$ cat src/rtl/fpl_pkg.sv
package fpl_pkg;

    // IEEE-754 binary32 / binary64 field geometry
    localparam int SP_W        = 32;
    localparam int SP_EXP_W    = 8;
    localparam int SP_FRAC_W   = 23;
    localparam int DP_W        = 64;
    localparam int DP_EXP_W    = 11;
    localparam int DP_FRAC_W   = 52;

    localparam int SP_BIAS     = (1 << (SP_EXP_W - 1)) - 1;
    localparam int DP_BIAS     = (1 << (DP_EXP_W - 1)) - 1;
    localparam int EXP_REBIAS  = DP_BIAS - SP_BIAS;
    localparam int FRAC_PAD    = DP_FRAC_W - SP_FRAC_W;
    // double exponent of a single denormal whose top set bit is at 0
    localparam int DENORM_BASE = DP_BIAS - (SP_BIAS - 1) - SP_FRAC_W;

    typedef enum logic [2:0] {
        ST_IDLE,
        ST_FETCH,
        ST_ISSUE,
        ST_WAIT,
        ST_COMMIT,
        ST_REJECT
    } fpl_state_e;

endpackage

$ cat src/rtl/fpl_lead_one.sv
module fpl_lead_one #(
    parameter int W  = 23,
    localparam int IW = $clog2(W)
) (
    input  logic [W-1:0]  vec,
    output logic [IW-1:0] pos
);
    // highest set bit wins (later iterations overwrite earlier ones)
    always_comb begin
        pos = '0;
        for (int i = 0; i < W; i++) begin
            if (vec[i]) begin
                pos = IW'(i);
            end
        end
    end
endmodule

$ cat src/rtl/fpl_sp2dp.sv
module fpl_sp2dp
    import fpl_pkg::*;
(
    input  logic [SP_W-1:0] sp,
    output logic [DP_W-1:0] dp
);
    localparam int PW = $clog2(SP_FRAC_W);
    localparam int SW = PW + 1;

    logic                 sgn;
    logic [SP_EXP_W-1:0]  exp_s;
    logic [SP_FRAC_W-1:0] frac_s;
    logic [PW-1:0]        top_pos;
    logic [SW-1:0]        shamt;
    logic [DP_FRAC_W:0]   norm_frac;

    assign sgn    = sp[SP_W-1];
    assign exp_s  = sp[SP_W-2 -: SP_EXP_W];
    assign frac_s = sp[SP_FRAC_W-1:0];

    fpl_lead_one #(.W(SP_FRAC_W)) u_lead (
        .vec (frac_s),
        .pos (top_pos)
    );

    // shift so the leading one falls off the top of the 52-bit fraction
    assign shamt     = SW'(SP_FRAC_W) - SW'(top_pos);
    assign norm_frac = {1'b0, frac_s, {FRAC_PAD{1'b0}}} << shamt;

    always_comb begin
        if (exp_s == '0 && frac_s == '0) begin
            dp = {sgn, {(DP_W-1){1'b0}}};
        end else if (exp_s == '0) begin
            dp = {sgn, DP_EXP_W'(DENORM_BASE) + DP_EXP_W'(top_pos),
                  norm_frac[DP_FRAC_W-1:0]};
        end else if (exp_s == '1) begin
            dp = {sgn, {DP_EXP_W{1'b1}}, frac_s, {FRAC_PAD{1'b0}}};
        end else begin
            dp = {sgn, DP_EXP_W'(exp_s) + DP_EXP_W'(EXP_REBIAS),
                  frac_s, {FRAC_PAD{1'b0}}};
        end
    end
endmodule

$ cat src/rtl/fpl_ea_gen.sv
module fpl_ea_gen #(
    parameter int XLEN   = 64,
    parameter int DISP_W = 16,
    localparam int EXT_W = XLEN - DISP_W
) (
    input  logic [XLEN-1:0]   base,
    input  logic [XLEN-1:0]   index,
    input  logic [DISP_W-1:0] disp,
    input  logic              indexed,
    output logic [XLEN-1:0]   ea
);
    logic [XLEN-1:0] disp_ext;
    logic [XLEN-1:0] addend;

    assign disp_ext = {{EXT_W{disp[DISP_W-1]}}, disp};
    assign addend   = indexed ? index : disp_ext;
    assign ea       = base + addend;   // modular, no carry out
endmodule

$ cat src/rtl/fpl_load_unit.sv
module fpl_load_unit
    import fpl_pkg::*;
#(
    parameter int XLEN   = 64,
    parameter int REG_AW = 5,
    parameter int DISP_W = 16
) (
    input  logic              clk,
    input  logic              rst_n,
    input  logic              op_valid,
    input  logic              op_indexed,
    input  logic              op_single,
    input  logic [REG_AW-1:0] op_frt,
    input  logic [REG_AW-1:0] op_ra,
    input  logic [REG_AW-1:0] op_rb,
    input  logic [DISP_W-1:0] op_disp,
    output logic              busy,
    output logic [REG_AW-1:0] gpr_rd_a_idx,
    input  logic [XLEN-1:0]   gpr_rd_a_data,
    output logic [REG_AW-1:0] gpr_rd_b_idx,
    input  logic [XLEN-1:0]   gpr_rd_b_data,
    output logic              mem_req,
    output logic [XLEN-1:0]   mem_addr,
    output logic              mem_dword,
    input  logic              mem_rsp_valid,
    input  logic [DP_W-1:0]   mem_rsp_data,
    output logic              fpr_we,
    output logic [REG_AW-1:0] fpr_waddr,
    output logic [DP_W-1:0]   fpr_wdata,
    output logic              gpr_we,
    output logic [REG_AW-1:0] gpr_waddr,
    output logic [XLEN-1:0]   gpr_wdata,
    output logic              illegal
);

    fpl_state_e state_q, state_d;

    logic              indexed_q;
    logic              single_q;
    logic [REG_AW-1:0] frt_q;
    logic [REG_AW-1:0] ra_q;
    logic [REG_AW-1:0] rb_q;
    logic [DISP_W-1:0] disp_q;
    logic [XLEN-1:0]   base_q;
    logic [XLEN-1:0]   ea_q;
    logic [XLEN-1:0]   ea_c;
    logic [DP_W-1:0]   data_q;
    logic [DP_W-1:0]   widened_c;
    logic              accept;
    logic              ra_is_zero;

    assign accept     = op_valid && (state_q == ST_IDLE);
    assign ra_is_zero = (op_ra == '0);

    // ---------------- state register ----------------
    always_ff @(posedge clk or negedge rst_n) begin
        if (!rst_n) begin
            state_q <= ST_IDLE;
        end else begin
            state_q <= state_d;
        end
    end

    // ---------------- next state ----------------
    always_comb begin
        state_d = state_q;
        unique case (state_q)
            ST_IDLE: begin
                if (accept) begin
                    state_d = ra_is_zero ? ST_REJECT : ST_FETCH;
                end
            end
            ST_FETCH:  state_d = ST_ISSUE;
            ST_ISSUE:  state_d = ST_WAIT;
            ST_WAIT: begin
                if (mem_rsp_valid) begin
                    state_d = ST_COMMIT;
                end
            end
            ST_COMMIT: state_d = ST_IDLE;
            ST_REJECT: state_d = ST_IDLE;
            default:   state_d = ST_IDLE;
        endcase
    end

    // ---------------- datapath registers ----------------
    always_ff @(posedge clk or negedge rst_n) begin
        if (!rst_n) begin
            indexed_q <= 1'b0;
            single_q  <= 1'b0;
            frt_q     <= '0;
            ra_q      <= '0;
            rb_q      <= '0;
            disp_q    <= '0;
            base_q    <= '0;
            ea_q      <= '0;
            data_q    <= '0;
        end else begin
            if (accept) begin
                indexed_q <= op_indexed;
                single_q  <= op_single;
                frt_q     <= op_frt;
                ra_q      <= op_ra;
                rb_q      <= op_rb;
                disp_q    <= op_disp;
            end
            if (state_q == ST_FETCH) begin
                base_q <= gpr_rd_a_data;
                ea_q   <= ea_c;
            end
            if (state_q == ST_WAIT && mem_rsp_valid) begin
                data_q <= mem_rsp_data;
            end
        end
    end

    fpl_ea_gen #(.XLEN(XLEN), .DISP_W(DISP_W)) u_ea (
        .base    (gpr_rd_a_data),
        .index   (gpr_rd_b_data),
        .disp    (disp_q),
        .indexed (indexed_q),
        .ea      (ea_c)
    );

    fpl_sp2dp u_widen (
        .sp (data_q[SP_W-1:0]),
        .dp (widened_c)
    );

    // ---------------- outputs ----------------
    always_comb begin
        busy         = (state_q != ST_IDLE);
        gpr_rd_a_idx = ra_q;
        gpr_rd_b_idx = rb_q;
        mem_req      = 1'b0;
        mem_addr     = base_q;
        mem_dword    = ~single_q;
        fpr_we       = 1'b0;
        fpr_waddr    = frt_q;
        fpr_wdata    = single_q ? widened_c : data_q;
        gpr_we       = 1'b0;
        gpr_waddr    = ra_q;
        gpr_wdata    = ea_q;
        illegal      = 1'b0;
        unique case (state_q)
            ST_ISSUE:  mem_req = 1'b1;
            ST_COMMIT: begin
                fpr_we = 1'b1;
                gpr_we = 1'b1;
            end
            ST_REJECT: illegal = 1'b1;
            default: ;
        endcase
    end

endmodule

$ cat config.mk
export PLATFORM = sky130hd
export DESIGN_NAME = fpl_load_unit
export DESIGN_NICKNAME = d
export VERILOG_FILES = /design/src/rtl/fpl_pkg.sv /design/src/rtl/fpl_lead_one.sv /design/src/rtl/fpl_sp2dp.sv /design/src/rtl/fpl_ea_gen.sv /design/src/rtl/fpl_load_unit.sv
export SDC_FILE = /design/constraint.sdc
export NUM_CORES = 1
export LEC_CHECK = 0
export BUFFER_PORTS_ARGS = -buffer_cell sky130_fd_sc_hd__buf_2
export CAP_MARGIN = 15
export CORE_AREA = 2 2 174 176
export CTS_CLUSTER_SIZE = 40
export DETAILED_ROUTE_END_ITERATION = 10
export DIE_AREA = 0 0 176 178
export PLACE_DENSITY = 0.76
export SLEW_MARGIN = 25
export SYNTH_ARGS = -nofsm -noshare
export SYNTH_HDL_FRONTEND = slang
export SYNTH_SLANG_ARGS = --single-unit
$ cat constraint.sdc
create_clock -name clk -period 10.9 [get_ports clk]
set_clock_uncertainty 0.15 [all_clocks]
set_input_delay 0 -clock clk [delete_from_list [all_inputs] [get_ports clk]]
set_output_delay 0 -clock clk [all_outputs]
set_load 0.1 [all_outputs]
==> Yosys cells after proc, flatten, opt, wreduce, memory -nomap -nowiden <==
Cells that the tools add are included.
{ "word_totals": {"reg_bits": 228, "in_bits": 229, "out_inout_bits": 218, "wordCells": 67} }
{ "classes": {"n_addsub": 4, "eq_ne": 8, "shift": 1, "muxes": 34, "bitwise": 1, "reduce_logical": 9} }
{ "ops": {"columns": ["op", "count"], "rows": [
  ["two-way mux 63 bit", 3],
  ["two-way mux 64 bit", 2],
  ["two-way mux 5 bit", 21],
  ["adder 64 bit", 1],
  ["<< shifter 52 x 6 -> 52 bit", 1],
  ["zero test 23 bit", 1],
  ["one-hot mux 3 bit (4 select lines)", 1],
  ["adder 10 x 5 -> 11 bit (first input constant)", 1],
  ["adder 8 x 10 -> 11 bit (second input constant)", 1],
  ["two-way mux 3 bit", 3],
  ["equality test 8 bit (second input constant)", 1],
  ["zero test 8 bit", 1],
  ["equality test 3 x 2 -> 1 bit (second input constant)", 2],
  ["equality test 3 bit (second input constant)", 2],
  ["subtractor 5 x 5 -> 6 bit (first input constant)", 1],
  ["zero test 5 bit", 1],
  ["two-way mux 1 bit", 4],
  ["!= test 2 bit (second input constant)", 2],
  ["equality test 3 x 1 -> 1 bit (second input constant)", 1],
  ["logical AND 1 bit", 3],
  ["zero test 3 bit", 1],
  ["nonzero test 3 bit", 1],
  ["AND reduction 2 bit", 1],
  ["inverter 1 bit", 1]
]} }

==> Logic depth before layout (Yosys ltp) <==
Gate-level depths: netlist of run 1.
{ "depth": {"ltp_word": 27, "depth_mapped": 17, "ltp_nobuf": 14} }

==> Modules after synthesis <==
A second synthesis of run 1 with hierarchy kept.
{ "unflattened": {"hier_cells": 1543, "hier_area_um2": 16030.4} }
{ "modules_own_cells": {"columns": ["mod", "n_inst", "cells_each", "area_each_um2", "seq_area_each_um2"], "rows": [
  ["fpl_load_unit", 1, 577, 9359.0, 5705.5],
  ["fpl_ea_gen", 1, 702, 4569.4, 0.0],
  ["fpl_sp2dp", 1, 227, 1880.6, 0.0],
  ["fpl_lead_one", 1, 37, 221.5, 0.0]
]} }

==> Least setup slack after synthesis of run 1 <==
Ideal clock, no wire load.
{ "synth_path": {"kind": "register to output", "start": "reg data_q[16]", "end": "out fpr_wdata[38]", "arrival_time_ns": 4.642, "required_time_ns": 10.750, "slack_ns": 6.108, "stages_incl_launch_ff": 11, "n_path_buf": 3, "cell_sequence": "dfrtp_1 buf_2 nor4_1 nand2_1 or2_1 buf_2 ha_1 clkbuf_1 nor4_1 nand2_1 o21ai_0"} }
{ "synth_between": {"elab_chain_len": 12, "word_cells_on_any_way": 14, "cone_classes": "1 x add/sub; 1 x shift; 10 x mux; 2 x reduce/logical"} }
{ "synth_lines": {"columns": ["element", "line", "source"], "rows": [
  ["start: declaration", "fpl_load_unit.sv:47", "logic [DP_W-1:0] data_q;"],
  ["start signal: assignment", "fpl_load_unit.sv:112", "data_q <= mem_rsp_data;"],
  ["two-way mux 5 bit (7 in series)", "fpl_lead_one.sv:12", "if (vec[i]) begin"],
  ["subtractor 5 x 5 -> 6 bit", "fpl_sp2dp.sv:27", "assign shamt = SW'(SP_FRAC_W) - SW'(top_pos);"],
  ["<< shifter 52 x 6 -> 52 bit", "fpl_sp2dp.sv:28", "assign norm_frac = {1'b0, frac_s, {FRAC_PAD{1'b0}}} << shamt;"],
  ["two-way mux 63 bit", "fpl_sp2dp.sv:33", "end else if (exp_s == '0) begin"],
  ["two-way mux 63 bit (*)", "fpl_sp2dp.sv:31", "if (exp_s == '0 && frac_s == '0) begin"],
  ["two-way mux 64 bit (*)", "fpl_load_unit.sv:140", "fpr_wdata = single_q ? widened_c : data_q;"],
  ["end: declaration", "fpl_load_unit.sv:29", "output logic [DP_W-1:0] fpr_wdata,"]
]} }
Every way passes the cells marked *; elsewhere a longest branch is shown, timed or not.

==> Worst setup path in the final report of run 1 <==
{ "layout_path": {"start": "reg indexed_q", "end": "reg ea_q[63] (netlist: gpr_wdata[63])"} }
{ "layout_between": {"elab_chain_len": 2} }
{ "layout_lines": {"columns": ["element", "line", "source"], "rows": [
  ["start: declaration", "fpl_load_unit.sv:38", "logic indexed_q;"],
  ["start signal: assignment", "fpl_load_unit.sv:100", "indexed_q <= op_indexed;"],
  ["two-way mux 64 bit", "fpl_ea_gen.sv:16", "assign addend = indexed ? index : disp_ext;"],
  ["adder 64 bit", "fpl_ea_gen.sv:17", "assign ea = base + addend;"],
  ["end signal: assignment", "fpl_load_unit.sv:96", "ea_q <= '0;"],
  ["end signal: assignment", "fpl_load_unit.sv:109", "ea_q <= ea_c;"],
  ["end: declaration", "fpl_load_unit.sv:45", "logic [XLEN-1:0] ea_q;"]
]} }
No other way between the ends.
A chain may end at the register's enable or synchronous reset.

==> results of run 1 <==
## worst paths after layout
path                                   startpoint             to  cells past startpoint
max in group asynchronous                   rst_n   mem_addr[23]                      4
worst max-delay path                    indexed_q  gpr_wdata[63]                     15
worst min register to register       mem_addr[50]   mem_addr[50]                      2
worst max register to register          indexed_q  gpr_wdata[63]                     15
worst min-delay path            gpr_rd_b_data[56]  gpr_wdata[57]                      6
min in group asynchronous                   rst_n     data_q[10]                      4
## area by class of cell
type | count | area, sq um | area share, %
multi-input combinational | 1319 | 8520 | 42.0
sequential | 228 | 5710 | 28.1
timing repair buffer | 664 | 4420 | 21.8
clock buffer | 34 | 762 | 3.76
tap | 390 | 488 | 2.41
clock inverter | 15 | 244 | 1.20
inverter | 35 | 131 | 0.648
antenna | 1 | 2.50 | 0.0123
## metal layers
metal | track usage [%] | vias up | wire length [microns]
met1 | 41.5 | 7484 | 21500
li1 | - | 7092 | -
met2 | 62.4 | 785 | 28000
met5 | 0 | - | 19
met3 | 6.29 | 153 | 4070
met4 | 14.9 | 2 | 2560
## layout by cell type (no fill, tap or decap), types with 9 or more instances in the layout
master / count
nand2_1: 414
dfrtp_1: 227
mux2_2: 115
or3_1: 11
nand2b_1: 9
nor4_1: 9
ha_1: 66
a31oi_1: 10
o21bai_1: 17
buf_2: 445
nor2_1: 79
a21oi_1: 95
o21a_1: 11
nor3_1: 18
and3_1: 17
inv_1: 31
o2bb2ai_1: 12
nand3_1: 17
mux2i_1: 42
xnor2_1: 32
o21ai_0: 98
xor2_1: 20
a211oi_1: 9
dlygate4sd3_1: 203
nor2b_1: 29
nand4_1: 12
o211ai_1: 10
buf_4: 13
a21o_1: 36
clkbuf_16: 27
## worst register-to-register path, stage by stage, from the launching register on
cell	delay, ns
dfrtp_2	0.35
buf_4	0.59
mux2_2	0.44
ha_1	0.35
o21ai_0	0.18
o21ai_2	0.23
a41oi_2	0.26
a2111oi_4	0.52
o2111ai_2	0.21
a31oi_4	0.32
a21oi_2	0.13
o31ai_1	0.31
nand4_1	0.13
dlygate4sd3_1	0.61
o211ai_1	0.10
dlygate4sd3_1	0.59
## stage by stage
step / std cells / worst slack (ns) / utilization (%) / area [sq um]
6_report: 2686 / 5.38 / 69.0 / 20300
5_1_grt: 2686 / 5.13 / 69.0 / 20300
4_1_cts: 2684 / 5.45 / 68.9 / 20200
3_5_place_dp: 2431 / 6.54 / 58.4 / 17200
3_3_place_gp: 2431 / 6.59 / 58.4 / 17200
2_1_floorplan: 1689 / 6.11 / - / 14800
## logic make-up after synthesis
logic type / synth area share (%)
xor gates and xnor gates: 3.08
adders and majority gates: 5.72
AOI/OAI and AO/OA: 17.6
buffers and inverters: 3.89
and+or+nand+nor: 19.4
DFF: 38.6
muxes: 11.7
## Yosys cell counts, types with 7 or more instances
master / count
nor3_1: 18
o21ai_1: 7
o21ai_0: 98
dfrtp_1: 228
xor2_1: 20
mux2i_1: 42
o2bb2ai_1: 12
xnor2_1: 32
o21a_1: 11
nor2_1: 80
a31oi_1: 10
nand2_1: 414
a21o_1: 36
a211oi_1: 9
mux2_2: 115
o31ai_1: 7
buf_2: 9
o21bai_1: 17
and3_1: 17
nand3_1: 17
clkbuf_1: 89
inv_1: 31
a21oi_1: 95
nor4_1: 9
o211ai_1: 10
nand4_1: 12
nand2b_1: 10
ha_1: 66
nor2b_1: 29
or3_1: 11
## sequential cells by signal (all words and copies together) (netlist names), 3 cells and up
name and count:
data_q 64, disp_q 16, fpr_waddr 5, gpr_rd_a_idx 5, gpr_rd_b_idx 5, gpr_wdata 64, mem_addr 64, state_q 3
## timing repair
action,in CTS,in global routing
endpoints found under the hold margin,312,0
buffers inserted,0,0
hold buffers,204,0
==> flow_summary_export.csv, run 1 <==
group,metric,value,unit
status,status,"finished clean",
route,wl,56.2,mm
cts,clockBufferDepth,3,
timing,slew_violations,0,
synth,synth.area.top_cells,"dfrtp_1 (39%), nand2_1 (11%), mux2_2 (8.8%)",
cells_and_area,drive_gt1_share,29.0,%
route,wire_per_inst,20.9,microns
placed_design,numPortBuffers,446,
placed_design,place_congestion,0.987,
floorplan,die_height,178,microns
worst_setup_path,critPathMaxFanout,65,
global_route,first_global_vias,15786,
worst_setup_path,cp.arrival,5.86,ns
cells_and_area,syn2layout_area_growth,37.2,%
worst_setup_path,cpPeakStageDelay,0.61,ns
route,num_vias,15516,
timing,timing.slew.headroom,33.7,%
synth,synth.yosys.seq_area_share,38.6,%
synth,syn_area,14800,sq um
run,drv_cap,0,
cells_and_area,fillerInstances,2231,
cts,clock_latency,0.55,ns
synth,synth.top_cell.area_share,38.6,%
synth,ys_warn_count,0,
timing,max_freq,181,MHz
synth,syn-num-nets,1985,
global_route,grt_pass1_wl,86.4,mm
cts,cts_made_buffers,27,
synth,synth_edf_count,0,
route,drc_errors,0,
cts,cts_tree,"built",
worst_setup_path,endpoint_kind,"register",
timing,final_hold_viol_count,0,
placed_design,dp_hpwl,38.8,mm
timing,period_minus_slack,5.52,ns
floorplan,die_w,176,microns
worst_setup_path,crit_path_frequent_cell,"dlygate4sd3_1",
cells_and_area,layout.nets,2571,
cts,clock-root-buffer,"clkbuf_16",
route,dr.first_iter.drc_count,1282,
timing,setup_viol,0,
floorplan,fp.dieArea,31300,sq um
worst_setup_path,crit_family,"compound AO/OA/AOI/OAI gates",
route,ant_nets,0,
worst_setup_path,cp_cell_sequence,"buf_4, mux2_2, ha_1, o21ai_0, o21ai_2, a41oi_2, a2111oi_4, o2111ai_2, a31oi_4, a21oi_2, o31ai_1, nand4_1, dlygate4sd3_1, o211ai_1, dlygate4sd3_1",
floorplan,core-area,29400,sq um
cts,cts_resized,0,
worst_setup_path,cp-start-kind,"register",
global_route,grt.total_usage,35.0,%
worst_setup_path,cp.required,11.24,ns
cts,clk_pin_slew,0.06,ns
floorplan,placement_rows,63,
synth,yosys.area.top_type,"dfrtp_1",
timing,fin_setup_tns,0,ns
synth,ys_async_sr_fraction,100,%
synth,synthFlopType,"dfrtp_1",
global_route,overflow,0,
global_route,grt_max_degree,97,
cts,cts_sinks,228,
synth,ys_types,86,
synth,synth_area_per_cell,8.75,sq um
timing,finalCritPeriodShare,50.6,%
synth,synth_cells,1689,
floorplan,pin_count,447,
global_route,antenna_found_initial,2,
worst_setup_path,crit_buf_inv,3,
worst_setup_path,critPathSlowestCell,"dlygate4sd3_1",
timing,rsz0062_at_grt,"false",
floorplan,initial_utilization,50.3,%
synth,ys_seq_elements,228,
timing,tightest_slew,0.995,ns
route,first_pass_iters,5,
worst_setup_path,regToRegSetupSlack,5.38,ns
worst_setup_path,critPathKind,"reg2reg",
min_path,hold_class,"in2reg",
cts,htreeDepth,1,
timing,holdWs,0.0140,ns
route,viasPerCell,5.78,
Power of run 1 is not shown: default switching activity piles up to over one toggle a cycle in this logic, so the estimate is an artifact.
==> inputs of run 2 (changes only) <==
--- a/config.mk
+++ b/config.mk
@@ -7,11 +7,11 @@
 export LEC_CHECK = 0
 export BUFFER_PORTS_ARGS = -buffer_cell sky130_fd_sc_hd__buf_2
 export CAP_MARGIN = 15
-export CORE_AREA = 2 2 174 176
+export CORE_AREA = 2 2 175 177
 export CTS_CLUSTER_SIZE = 40
 export DETAILED_ROUTE_END_ITERATION = 10
-export DIE_AREA = 0 0 176 178
-export PLACE_DENSITY = 0.76
+export DIE_AREA = 0 0 177 179
+export PLACE_DENSITY = 0.75
 export SLEW_MARGIN = 25
 export SYNTH_ARGS = -nofsm -noshare
 export SYNTH_HDL_FRONTEND = slang
==> constraint.sdc (replaced) <==
create_clock -name clk -period 5.2 [get_ports clk]
set_clock_uncertainty 0.15 [all_clocks]
set_input_delay 0 -clock clk [delete_from_list [all_inputs] [get_ports clk]]
set_output_delay 0 -clock clk [all_outputs]
set_load 0.1 [all_outputs]
==> run 2 against run 1 <==
The run now ends with hold timing left. Register-to-register slack lost 5.0 ns. Sequential share of layout area up 0.20 points. Hold slack worse by 0.028 ns. Highest routed layer is now met4. Final area down 0.72%. Non-clock buffer count is 7 lower. Via count shrank 0.88%. Global-route usage down 0.76 points. Critical path depth shrank 2.
==> flow_summary_export.csv, run 2 (synthesized netlist as in run 1, its figures left out) <==
group,metric,value,unit
cts,htreeDepth,1,
floorplan,core-area,30000,sq um
cells_and_area,layout.nets,2563,
route,viasPerCell,5.73,
timing,holdWs,-0.0135,ns
route,dr.first_iter.drc_count,1060,
cts,post_cts_buffers,0,
route,ant_nets,0,
worst_setup_path,cp-start-kind,"register",
cts,clk_pin_slew,0.06,ns
worst_setup_path,critPathKind,"reg2reg",
worst_setup_path,cp.arrival,5.12,ns
cts,cts_sinks,228,
timing,max_freq,208,MHz
timing,period_minus_slack,4.82,ns
floorplan,initial_utilization,49.2,%
cells_and_area,mostFrequentLayoutCells,"buf_2 (445), nand2_1 (414), dfrtp_1 (227)",
placed_design,dp_hpwl,39.8,mm
placed_design,numPortBuffers,446,
cts,clockBufferDepth,3,
cts,cts_tree,"built",
placed_design,dpl_cell_area,17300,sq um
cts,cts_resized,0,
route,num_vias,15379,
timing,tightest_slew,0.886,ns
cells_and_area,multi_input_area,8510,sq um
floorplan,die_height,179,microns
route,drc_errors,0,
placed_design,place_congestion,0.967,
floorplan,die_w,177,microns
global_route,overflow,0,
timing,fin_setup_tns,0,ns
cells_and_area,seq_area,5710,sq um
global_route,grt_pass1_wl,84.8,mm
route,wl,56.1,mm
worst_setup_path,regToRegSetupSlack,0.38,ns
timing,slew_violations,0,
cells_and_area,fillerInstances,2401,
global_route,grt_max_degree,117,
status,status,"finished with violations",
run,drv_cap,0,
floorplan,fp.dieArea,31700,sq um
route,first_pass_iters,6,
floorplan,pin_count,447,
route,wire_per_inst,20.9,microns
worst_setup_path,r2r_cells,13,
cells_and_area,fin_area,20100,sq um
timing,final_hold_viol_count,5,
worst_setup_path,cp.required,5.50,ns
status,violations,"hold timing",
global_route,grt.total_usage,34.2,%
cells_and_area,syn2layout_area_growth,36.2,%
floorplan,placement_rows,64,
timing,rsz0062_at_grt,"false",
worst_setup_path,critPathMaxFanout,33,
timing,timing.slew.headroom,40.9,%
cells_and_area,drive_gt1_share,29.3,%
global_route,first_global_vias,15613,
timing,setup_viol,0,
cts,cts_made_buffers,26,
cts,clock-root-buffer,"clkbuf_16",
timing,finalCritPeriodShare,92.7,%
global_route,antenna_found_initial,2,
min_path,hold_class,"in2async",
cells_and_area,final_common_cell,"buf_2",
cts,clock_latency,0.53,ns
worst_setup_path,endpoint_kind,"register",
==> run 2: per-stage QoR <==
stage          cells  hold slack, ns  utilization [%]  setup slack [ns]
3_3_place_gp    2445         -0.0223             57.5             0.960
3_5_place_dp    2445        -0.00921             57.5             0.752
4_1_cts         2682       0.0000406             66.9             0.411
6_report        2686         -0.0135             67.0             0.382
2_1_floorplan   1689          -0.446                -             0.408
5_1_grt         2685          0.0668             67.0            0.0344
==> run 2: cell type report <==
cell class | instances | share of cell area (%)
Multi-Input combinational cell | 1319 | 42.3
Sequential cell | 228 | 28.4
Timing Repair Buffer | 657 | 21.5
Clock buffer | 36 | 3.92
Tap cell | 396 | 2.46
Clock inverter | 12 | 0.752
Inverter | 35 | 0.653
Antenna cell | 3 | 0.0373
==> run 2: final timing paths <==
kind | from | endpoint
worst max-delay path | indexed_q | gpr_wdata[63]
max in group asynchronous | rst_n | indexed_q
worst min register to register | gpr_wdata[20] | gpr_wdata[20]
worst max register to register | indexed_q | gpr_wdata[63]
min in group clk | gpr_rd_b_data[9] | gpr_wdata[10]
worst min-delay path | rst_n | data_q[5]
==> run 2: per-layer routing <==
layer / GRT usage (%) / part of all wire [%]
met1: 39.2 / 37
met2: 60.8 / 49
met3: 7.00 / 8.4
met4: 16.7 / 5.2
met5: 0 / 0
==> run 2: repair_timing <==
| action | 4_1_cts | 5_1_grt |
|---|---|---|
| endpoints found under the setup margin | 0 | 0 |
| hold buffers | 189 | 0 |
| endpoints found under the hold margin | 320 | 0 |
==> run 2: critical path, cell delays in order (launching register included) <==
cell	delay [ns]
dfrtp_2	0.82
mux2_2	0.41
ha_1	0.34
o21ai_0	0.19
o21ai_2	0.24
a41oi_2	0.25
a2111oi_4	0.52
o2111ai_2	0.22
a31oi_4	0.33
a21oi_2	0.13
o31ai_1	0.34
nand4_1	0.13
dlygate4sd3_1	0.58
o211ai_1	0.08
Power of run 2 is left out for the same reason.
